<file path="config.mk">
export PLATFORM = sky130hd
export DESIGN_NAME = dac_write_seq
export DESIGN_NICKNAME = d
export VERILOG_FILES = /design/src/rtl/dws_pkg.sv /design/src/rtl/dws_half_timer.sv /design/src/rtl/dws_frame_shift.sv /design/src/rtl/dws_strobe.sv /design/src/rtl/dac_write_seq.sv
export SDC_FILE = /design/constraint.sdc
export NUM_CORES = 1
export LEC_CHECK = 0
export BUFFER_PORTS_ARGS = -buffer_cell sky130_fd_sc_hd__buf_2
export CELL_PAD_IN_SITES_DETAIL_PLACEMENT = 0
export CELL_PAD_IN_SITES_GLOBAL_PLACEMENT = 1
export CORE_MARGIN = 2
export CORE_UTILIZATION = 50
export CTS_CLUSTER_DIAMETER = 30
export DETAILED_ROUTE_END_ITERATION = 16
export PLACE_DENSITY_LB_ADDON = 0.3
export SLEW_MARGIN = 20
export SYNTH_ARGS = -nofsm -noshare
export SYNTH_HDL_FRONTEND = slang
export SYNTH_SLANG_ARGS = --single-unit
</file>
<file path="constraint.sdc">
create_clock -name clk -period 4.6 [get_ports clk]
set_input_delay 0.69 -clock clk [delete_from_list [all_inputs] [get_ports clk]]
set_output_delay 0.69 -clock clk [all_outputs]
set_load 0.01 [all_outputs]
</file>
<file path="src/rtl/dws_pkg.sv">
`timescale 1ns/1ps
package dws_pkg;

    typedef enum logic [1:0] {
        ST_IDLE  = 2'd0,
        ST_SHIFT = 2'd1,
        ST_LOAD  = 2'd2,
        ST_DONE  = 2'd3
    } seq_state_e;

    typedef struct packed {
        logic        active;
        logic [15:0] cnt;
    } strobe_t;

endpackage

</file>
<file path="src/rtl/dws_half_timer.sv">
`timescale 1ns/1ps
module dws_half_timer #(
    parameter int HALF = 100
) (
    input  logic clk,
    input  logic rst_n,
    input  logic clear,
    input  logic run,
    output logic tick
);
    localparam int TW = (HALF > 1) ? $clog2(HALF) : 1;

    typedef struct packed {
        logic [TW-1:0] cnt;
    } tmr_t;

    tmr_t t_d, t_q;

    assign tick = run && (t_q.cnt == TW'(HALF - 1));

    always_comb begin
        t_d = t_q;
        if (clear || !run || tick) begin
            t_d.cnt = '0;
        end else begin
            t_d.cnt = t_q.cnt + 1'b1;
        end
    end

    always_ff @(posedge clk or negedge rst_n) begin
        if (!rst_n) begin
            t_q <= '0;
        end else begin
            t_q <= t_d;
        end
    end
endmodule

</file>
<file path="src/rtl/dws_frame_shift.sv">
`timescale 1ns/1ps
module dws_frame_shift #(
    parameter int FW = 16
) (
    input  logic          clk,
    input  logic          rst_n,
    input  logic          load,
    input  logic          shift,
    input  logic [FW-1:0] din,
    output logic          msb
);
    typedef struct packed {
        logic [FW-1:0] sr;
    } sh_t;

    sh_t s_d, s_q;

    assign msb = s_q.sr[FW-1];

    always_comb begin
        s_d = s_q;
        if (load) begin
            s_d.sr = din;
        end else if (shift) begin
            s_d.sr = {s_q.sr[FW-2:0], 1'b0};
        end
    end

    always_ff @(posedge clk or negedge rst_n) begin
        if (!rst_n) begin
            s_q <= '0;
        end else begin
            s_q <= s_d;
        end
    end
endmodule

</file>
<file path="src/rtl/dws_strobe.sv">
`timescale 1ns/1ps
module dws_strobe
    import dws_pkg::*;
#(
    parameter int WIDTH = 50
) (
    input  logic clk,
    input  logic rst_n,
    input  logic req,
    output logic pulse_n
);
    strobe_t p_d, p_q;

    assign pulse_n = !p_q.active;

    always_comb begin
        p_d = p_q;
        if (!p_q.active) begin
            if (req) begin
                p_d.active = 1'b1;
                p_d.cnt    = '0;
            end
        end else if (p_q.cnt == 16'(WIDTH - 1)) begin
            p_d.active = 1'b0;
            p_d.cnt    = '0;
        end else begin
            p_d.cnt = p_q.cnt + 16'd1;
        end
    end

    always_ff @(posedge clk or negedge rst_n) begin
        if (!rst_n) begin
            p_q <= '0;
        end else begin
            p_q <= p_d;
        end
    end
endmodule

</file>
<file path="src/rtl/dac_write_seq.sv">
`timescale 1ns/1ps
module dac_write_seq
    import dws_pkg::*;
#(
    parameter int CH_W     = 3,
    parameter int D_W      = 8,
    parameter int SCK_HALF = 100,
    parameter int LOAD_W   = 50,
    parameter int UPD_W    = 50
) (
    input  logic            clk,
    input  logic            rst_n,
    input  logic            start,
    input  logic [CH_W-1:0] chan,
    input  logic [D_W-1:0]  value,
    input  logic            upd_req,
    output logic            sck,
    output logic            sdo,
    output logic            load_n,
    output logic            upd_n,
    output logic            busy,
    output logic            done
);
    localparam int FW  = 2 * D_W;
    localparam int BW  = $clog2(FW);
    localparam int PAD = D_W - CH_W - 1;
    localparam int LCW = (LOAD_W > 1) ? $clog2(LOAD_W) : 1;

    typedef struct packed {
        seq_state_e     state;
        logic [BW-1:0]  bitn;
        logic           sck;
        logic           load_n;
        logic           done;
        logic [LCW-1:0] lcnt;
    } ctl_t;

    ctl_t c_d, c_q;

    logic          accept;
    logic          tick;
    logic          shift_en;
    logic [FW-1:0] frame;

    assign accept = start && (c_q.state == ST_IDLE);
    assign frame  = {{PAD{1'b0}}, chan, 1'b0, value};

    always_comb begin
        c_d      = c_q;
        c_d.done = 1'b0;
        shift_en = 1'b0;
        unique case (c_q.state)
            ST_IDLE: begin
                if (accept) begin
                    c_d.state = ST_SHIFT;
                    c_d.bitn  = '0;
                    c_d.sck   = 1'b1;
                end
            end
            ST_SHIFT: begin
                if (tick) begin
                    if (c_q.sck) begin
                        c_d.sck = 1'b0;
                    end else if (c_q.bitn == BW'(FW - 1)) begin
                        c_d.state  = ST_LOAD;
                        c_d.load_n = 1'b0;
                        c_d.lcnt   = '0;
                    end else begin
                        c_d.bitn = c_q.bitn + 1'b1;
                        c_d.sck  = 1'b1;
                        shift_en = 1'b1;
                    end
                end
            end
            ST_LOAD: begin
                if (c_q.lcnt == LCW'(LOAD_W - 1)) begin
                    c_d.load_n = 1'b1;
                    c_d.done   = 1'b1;
                    c_d.state  = ST_DONE;
                end else begin
                    c_d.lcnt = c_q.lcnt + 1'b1;
                end
            end
            ST_DONE: begin
                c_d.state = ST_IDLE;
            end
            default: begin
                c_d.state = ST_IDLE;
            end
        endcase
    end

    always_ff @(posedge clk or negedge rst_n) begin
        if (!rst_n) begin
            c_q <= '{state: ST_IDLE, bitn: '0, sck: 1'b0, load_n: 1'b1,
                     done: 1'b0, lcnt: '0};
        end else begin
            c_q <= c_d;
        end
    end

    dws_half_timer #(.HALF(SCK_HALF)) u_timer (
        .clk   (clk),
        .rst_n (rst_n),
        .clear (accept),
        .run   (c_q.state == ST_SHIFT),
        .tick  (tick)
    );

    dws_frame_shift #(.FW(FW)) u_shift (
        .clk   (clk),
        .rst_n (rst_n),
        .load  (accept),
        .shift (shift_en),
        .din   (frame),
        .msb   (sdo)
    );

    dws_strobe #(.WIDTH(UPD_W)) u_upd (
        .clk     (clk),
        .rst_n   (rst_n),
        .req     (upd_req),
        .pulse_n (upd_n)
    );

    assign sck    = c_q.sck;
    assign load_n = c_q.load_n;
    assign done   = c_q.done;
    assign busy   = (c_q.state != ST_IDLE);
endmodule

</file>
Word-level counts from Yosys, hierarchy flattened --
Index checks and enable logic that the tools add are counted.
Storage, ports and cells: output and inout port bits 6, bits in writable memories 0, logic and storage cells 75, ROM bits 0, register bits 55, memories 0, input bits 15, bits in latches 0
Cells by class: eq/ne operators 14, reductions and logical operators 17, div/mod/pow operators 0, $mul 0, order comparisons 0, shift operators 0, bitwise logic cells 0, mux-type cells 30, add/sub/neg operators 4
Operator list (count):
- two-way mux 16 bit | 3
- two-way mux 17 bit | 2
- two-way mux 6 bit | 5
- AND reduction 5 bit | 4
- adder 16 x 1 -> 16 bit, second input constant | 1
- equality test 16 x 6 -> 1 bit, second input constant | 1
- two-way mux 7 bit | 2
- != test 2 bit, second input constant | 6
- case mux 6 bit (2 select lines) | 1
- case mux 5 bit (2 select lines) | 1
- nonzero test 2 bit | 5
- two-way mux 1 bit | 9
- two-way mux 8 bit | 1
- case mux 2 bit (4 select lines) | 1
- adder 7 x 1 -> 7 bit, second input constant | 1
- equality test 7 bit, second input constant | 1
- adder 6 x 1 -> 6 bit, second input constant | 1
- equality test 6 bit, second input constant | 1
- two-way mux 2 bit | 3
- two-way mux 5 bit | 1
- adder 4 x 1 -> 4 bit, second input constant | 1
- equality test 2 bit, second input constant | 2
- equality test 4 bit, second input constant | 1
- AND reduction 3 bit | 1
- other kinds (7) | 10

Depth between registers and ports, before layout --
word-level depth 7, mapped depth 8, depth with buffers taken out 6

Cells and area by module --
From an unflattened synthesis, not the netlist that was laid out.
Unflattened totals: cells, all modules 333, area, all modules 3209.3 um^2
By module, submodules not included:
- dac_write_seq | times used 1, cells each 118, seq. area each 376.6 um^2, area an instance 1098.6 um^2
- dws_strobe | times used 1, cells each 111, seq. area each 425.4 um^2, area an instance 1026.0 um^2
- dws_frame_shift | times used 1, cells each 69, seq. area each 400.4 um^2, area an instance 742.0 um^2
- dws_half_timer | times used 1, cells each 35, seq. area each 175.2 um^2, area an instance 342.8 um^2

Least setup slack after synthesis --
No wires, ideal clock.
kind flip-flop to flip-flop, start point register u_upd.p_q[1] (netlist name), end point register u_upd.p_q[13] (netlist name), buffers on the path 1, required time 4.462 ns, setup time 0.138 ns, clock period less this slack 2.023 ns, stages on the path, launching flop included 8, data arrival time 1.885 ns, path slack 2.577 ns, path through dfrtp_1 -> inv_1 -> ha_1 -> or4b_1 -> o41a_1 -> buf_2 -> a41oi_1 -> a31oi_1
On the way: longest elaborated chain between the ends 3, elaborated cells between the ends (all ways) 4, classes of those cells 1 x add/sub; 1 x eq/ne; 2 x mux
Ends and longest elaborated chain:
- start: declaration | line dws_strobe.sv:12 | strobe_t p_d, p_q;
- start signal: assignment | line dws_strobe.sv:35 | p_q <= p_d;
- adder 16 x 1 -> 16 bit / equality test 16 x 6 -> 1 bit (equally long branches) | line dws_strobe.sv:27, dws_strobe.sv:23
- two-way mux 16 bit * | line dws_strobe.sv:23 | end else if (p_q.cnt == 16'(WIDTH - 1)) begin
- two-way mux 17 bit * | line dws_strobe.sv:18 | if (!p_q.active) begin
Mark *: on every way between the ends. The rest lies on a longest branch, timed or not. A chain may end at the register's enable or synchronous reset.

Worst setup path in the final report --
start point register c_q[14] (netlist name), end point register u_shift.s_q[11] (netlist name)
On the way: longest elaborated chain between the ends 5, elaborated cells between the ends (all ways) 8, classes of those cells 1 x eq/ne; 3 x mux; 4 x reduce/logical
Ends and longest elaborated chain:
- start: declaration | line dac_write_seq.sv:38 | ctl_t c_d, c_q;
- start signal: assignment | line dac_write_seq.sv:95 | c_q <= '{state: ST_IDLE, bitn: '0, sck: 1'b0, load_n: 1'b1,
- equality test 2 x 1 -> 1 bit | line dac_write_seq.sv:52, dac_write_seq.sv:106
- logical AND 1 bit | line dws_half_timer.sv:19 | assign tick = run && (t_q.cnt == TW'(HALF - 1));
- two-way mux 1 bit | line dac_write_seq.sv:61 | if (tick) begin
- two-way mux 1 bit | line dac_write_seq.sv:52 | unique case (c_q.state)
- nonzero test 2 bit (no source line)
- end signal: assignment | line dws_frame_shift.sv:31 | s_q <= '0;
- end signal: assignment | line dws_frame_shift.sv:33 | s_q <= s_d;
- end: declaration | line dws_frame_shift.sv:16 | sh_t s_d, s_q;
Several ways; a longest one is shown, not always the timed one.

==> metrics.txt <==
# TYPE chip_impl_metric gauge
chip_impl_info{name="timing.critical_path.from_type",value="flop"} 1
chip_impl_metric{name="holdBufCountCts",unit=""} 0
chip_impl_metric{name="path_buf_inv",unit=""} 2
chip_impl_metric{name="hpwl",unit="µm"} 4160
chip_impl_metric{name="total_of_fill_cells_in_the_finished_design",unit=""} 549
chip_impl_info{name="cell_taking_the_most_area_after_synthesis",value="dfrtp_1"} 1
chip_impl_metric{name="tritoncts.num_buffers",unit=""} 5
chip_impl_metric{name="route.detailed.vias_per_inst",unit=""} 5.80
chip_impl_metric{name="slew_viol_final",unit=""} 0
chip_impl_metric{name="post_cts.repair.setup_buffers",unit=""} 0
chip_impl_metric{name="yosys_warnings",unit=""} 0
chip_impl_info{name="path_common_cell",value="inv_1"} 1
chip_impl_metric{name="finalSetupViolations",unit=""} 0
chip_impl_info{name="timing_worst_setup_path_type",value="flop to flop"} 1
chip_impl_info{name="most-common-layout-cells",value="54 x dfrtp_1, 42 x nand2_1, 37 x a21oi_1, 30 x nor2_1, 20 x buf_2"} 1
chip_impl_metric{name="post_detailed_route_count_of_antenna_violating_nets",unit=""} 0
chip_impl_metric{name="grt.overflow.total",unit=""} 0
chip_impl_metric{name="route.detailed.drc",unit=""} 0
chip_impl_metric{name="synth_xor_area_share",unit="%"} 1.45
chip_impl_metric{name="finalCritPeriodShare",unit="%"} 57.1
chip_impl_metric{name="post-synth-top-area-fraction",unit="%"} 44.7
chip_impl_metric{name="grt_use_total",unit="%"} 19.8
chip_impl_info{name="worst_path_dominant_cell_family",value="simple AND/OR/NAND/NOR gates"} 1
chip_impl_metric{name="async_flop_share",unit="%"} 100
chip_impl_metric{name="worst_ep_arrival_time",unit="ns"} 2.87
chip_impl_metric{name="synth_compound_gate_area_share",unit="%"} 20.9
chip_impl_metric{name="ys_types",unit=""} 63
chip_impl_info{name="synth_top_family_by_area",value="simple AND/OR/NAND/NOR gates"} 1
chip_impl_info{name="tritoncts_clock_tree",value="built"} 1
chip_impl_metric{name="yosys.area_share.adder",unit="%"} 4.14
chip_impl_metric{name="max_slew.worst_pin.slew",unit="ns"} 0.837
chip_impl_metric{name="syn_nets",unit=""} 349
chip_impl_metric{name="cts-root-to-sink-buffers",unit=""} 2
chip_impl_metric{name="place.gp.congestion",unit=""} 0.779
chip_impl_metric{name="clock_tree_sinks",unit=""} 55
chip_impl_metric{name="first_global_vias",unit=""} 2245
chip_impl_metric{name="max_freq",unit="MHz"} 381
chip_impl_info{name="cp_slowest_cell",value="nor4_4"} 1
chip_impl_metric{name="die-width",unit="µm"} 81.7
chip_impl_metric{name="simple_gate_area_share_of_the_yosys_netlist",unit="%"} 22.5
chip_impl_metric{name="pwr_total",unit="µW"} 1160
chip_impl_metric{name="dieArea",unit="mm²"} 0.00668
chip_impl_metric{name="final_layout_size_suffix_gt1_share",unit="%"} 13.5
chip_impl_metric{name="antennaDiodeCount",unit=""} 0
chip_impl_metric{name="synth_mux_area_share",unit="%"} 1.74
chip_impl_metric{name="portBuffers",unit=""} 20
chip_impl_metric{name="max_slew_margin",unit="%"} 44.1
chip_impl_metric{name="rows",unit=""} 28
chip_impl_metric{name="worst_clock_skew",unit="ns"} 0.00749
chip_impl_metric{name="pre_repair_dr_iteration_count",unit=""} 4
chip_impl_metric{name="chipHeight",unit="µm"} 81.7
chip_impl_info{name="run_status",value="complete, no violations"} 1
chip_impl_metric{name="num_vias",unit=""} 2412
chip_impl_metric{name="largest_stage_delay_worst_path",unit="ns"} 0.81
chip_impl_metric{name="cts_resized",unit=""} 0
chip_impl_metric{name="core_region_area",unit="mm²"} 0.00589
chip_impl_metric{name="setup-tns-final",unit="ns"} 0
chip_impl_info{name="hold_class",value="flop to flop"} 1
chip_impl_info{name="layout.cells.most_common",value="dfrtp_1"} 1
chip_impl_metric{name="pwr_density_cell",unit="mW/mm²"} 354
chip_impl_metric{name="synth-edff-count",unit=""} 0
chip_impl_info{name="clockRootBuffer",value="clkbuf_8"} 1
chip_impl_metric{name="finalWirelength",unit="µm"} 6150
chip_impl_metric{name="initial_core_util",unit="%"} 51.3
chip_impl_metric{name="clk-insertion-delay-late",unit="ns"} 0.31
chip_impl_metric{name="critPathRequiredTime",unit="ns"} 4.84
chip_impl_metric{name="routed_wire_length_per_instance",unit="µm"} 14.8
chip_impl_metric{name="grt_first_pass_wirelength",unit="µm"} 10300
chip_impl_metric{name="hold_viol",unit=""} 0
chip_impl_metric{name="largest_net_degree_at_the_start_of_global_routing",unit=""} 56
chip_impl_info{name="yosys-top-cells-area",value="dfrtp_1 45%, a21oi_1 6.1%, nand2_1 5.2%, ha_1 4.1%, nor2_1 3.7%"} 1
chip_impl_metric{name="cap_violations",unit=""} 0
chip_impl_metric{name="hold_path_depth",unit=""} 1
chip_impl_metric{name="ys_seq_area_share",unit="%"} 45.6
chip_impl_metric{name="htree_num_levels",unit=""} 2
chip_impl_info{name="grt_setup_unrepaired",value="no"} 1
chip_impl_metric{name="syn_area",unit="mm²"} 0.00302
chip_impl_metric{name="multiInputGateArea",unit="mm²"} 0.00153
chip_impl_metric{name="ioPinCount",unit=""} 21
chip_impl_info{name="synth_flop_cell",value="dfrtp_1"} 1
chip_impl_metric{name="grt_antenna_before_repair",unit=""} 0
chip_impl_metric{name="worst_setup_hold_path_clk_slew",unit="ns"} 0.10
chip_impl_metric{name="nets",unit=""} 366
chip_impl_info{name="cell_breakdown_of_the_critical_path",value="inv_1 -> ha_1 -> inv_1 -> nor4_4 -> a21oi_1 -> a21oi_2"} 1
chip_impl_metric{name="area.growth.synth_to_final",unit="%"} 8.20
chip_impl_metric{name="reg2reg_depth",unit=""} 6
chip_impl_metric{name="fin_crit",unit="ns"} 2.63
chip_impl_metric{name="synth.ff_latch_count",unit=""} 55
chip_impl_metric{name="largest_fanout_on_the_critical_path",unit=""} 16
chip_impl_metric{name="post_synth_inst_count",unit=""} 324
chip_impl_metric{name="ff_latch_area",unit="mm²"} 0.00138
chip_impl_metric{name="p_leak",unit="µW"} 0.00151
chip_impl_metric{name="avgSynthCellArea",unit="µm²"} 9.32
chip_impl_metric{name="vdd_drop_max",unit="µV"} 236
chip_impl_metric{name="critical_path_depth",unit=""} 6
chip_impl_info{name="endpoint_kind",value="flop"} 1
chip_impl_metric{name="first_iter_violations",unit=""} 128
[Yosys cell counts, types with 2 or more instances]
cell and number:
a21o_1 6, a21oi_1 37, a21oi_2 3, a22o_1 3, a31oi_1 11, a41oi_1 2, and2_1 3, and3_1 7
buf_2 3, buf_6 2, clkbuf_1 6, dfrtp_1 54, ha_1 10, inv_1 12, mux2_2 2, mux2i_1 3
nand2_1 42, nand2b_1 2, nand3_1 11, nand4_1 5, nor2_1 30, nor3_1 6, nor3b_1 2, nor4_1 3
o211ai_1 5, o21ai_0 10, or2_2 2, or3_1 2, or4_1 2, or4b_1 2, xnor2_1 3, xor2_1 2
[through the flow]
step / std cells / hold slack, ns / setup WS (ns) / instance area, µm² / utilization [%]
final: 416 / 0.467 / 1.97 / 3270 / 55.5
after global routing: 416 / 0.488 / 1.73 / 3270 / 55.5
after CTS: 416 / 0.463 / 1.92 / 3270 / 55.5
after detailed placement: 409 / 0.450 / 1.95 / 3160 / 53.7
after global placement: 409 / 0.447 / 2.05 / 3160 / 53.7
after floorplan: 324 / 0.394 / 2.58 / 3020 / -
[flip-flops by register name, summed over array words and instances (netlist names)]
name,flops
u_upd.p_q,17
u_shift.s_q,16
c_q,12
u_timer.t_q,7
done,1
load_n,1
sck,1
[area by class of cell]
cell class              count  share of cell area [%]
inverters                  13                    1.49
clock buffers               5                    2.11
well taps                  75                    2.87
clock inverters             2                    1.15
repair buffers             21                    3.29
flip-flops and latches     55                    42.2
multi-input cells         245                    46.9
[worst reg2reg max path, stage by stage, from the launching register on]
cell and delay, ns:
dfrtp_1 0.41, inv_1 0.10, ha_1 0.56, inv_1 0.31, nor4_4 0.81, a21oi_1 0.19
a21oi_2 0.17
[metal layers]
| layer | up-vias | part of all wire, % | global-route usage (%) |
|---|---|---|---|
| li1 | 1208 | - | - |
| met1 | 1164 | 50 | 27.5 |
| met2 | 38 | 46 | 32.1 |
| met3 | 2 | 3.3 | 3.74 |
| met4 | 0 | 0.52 | 4.50 |
| met5 | - | 0 | 0 |
[cell families (layout without fill, tap and decap cells)]
logic type | Yosys count | count (layout)
AND/OR/NAND/NOR | 131 | 131
AO/OA/AOI/OAI | 94 | 94
flip-flops | 55 | 55
buffers and inverters | 24 | 41
adder cells (fa/ha/maj) | 10 | 10
XOR/XNOR | 5 | 5
multiplexers | 5 | 5
[worst paths after layout]
kind / startpoint / to / slack, ns
worst max-delay path: c_q[14] / u_shift.s_q[11] / 1.97
worst min-delay path: u_timer.t_q[0] / u_timer.t_q[0] / 0.47
worst max register to register: c_q[14] / u_shift.s_q[11] / 1.97
worst min register to register: u_timer.t_q[0] / u_timer.t_q[0] / 0.47
max in group asynchronous: rst_n / u_shift.s_q[11] / 3.65
min in group asynchronous: rst_n / c_q[5] / 0.49
[where the power goes]
| part | switching [µW] | internal [µW] | total (µW) |
|---|---|---|---|
| logic | 124 | 96.2 | 220 |
| registers | 78.2 | 539 | 617 |
| clock network | 160 | 159 | 320 |
No activity file was read; power rests on OpenSTA's default activity.
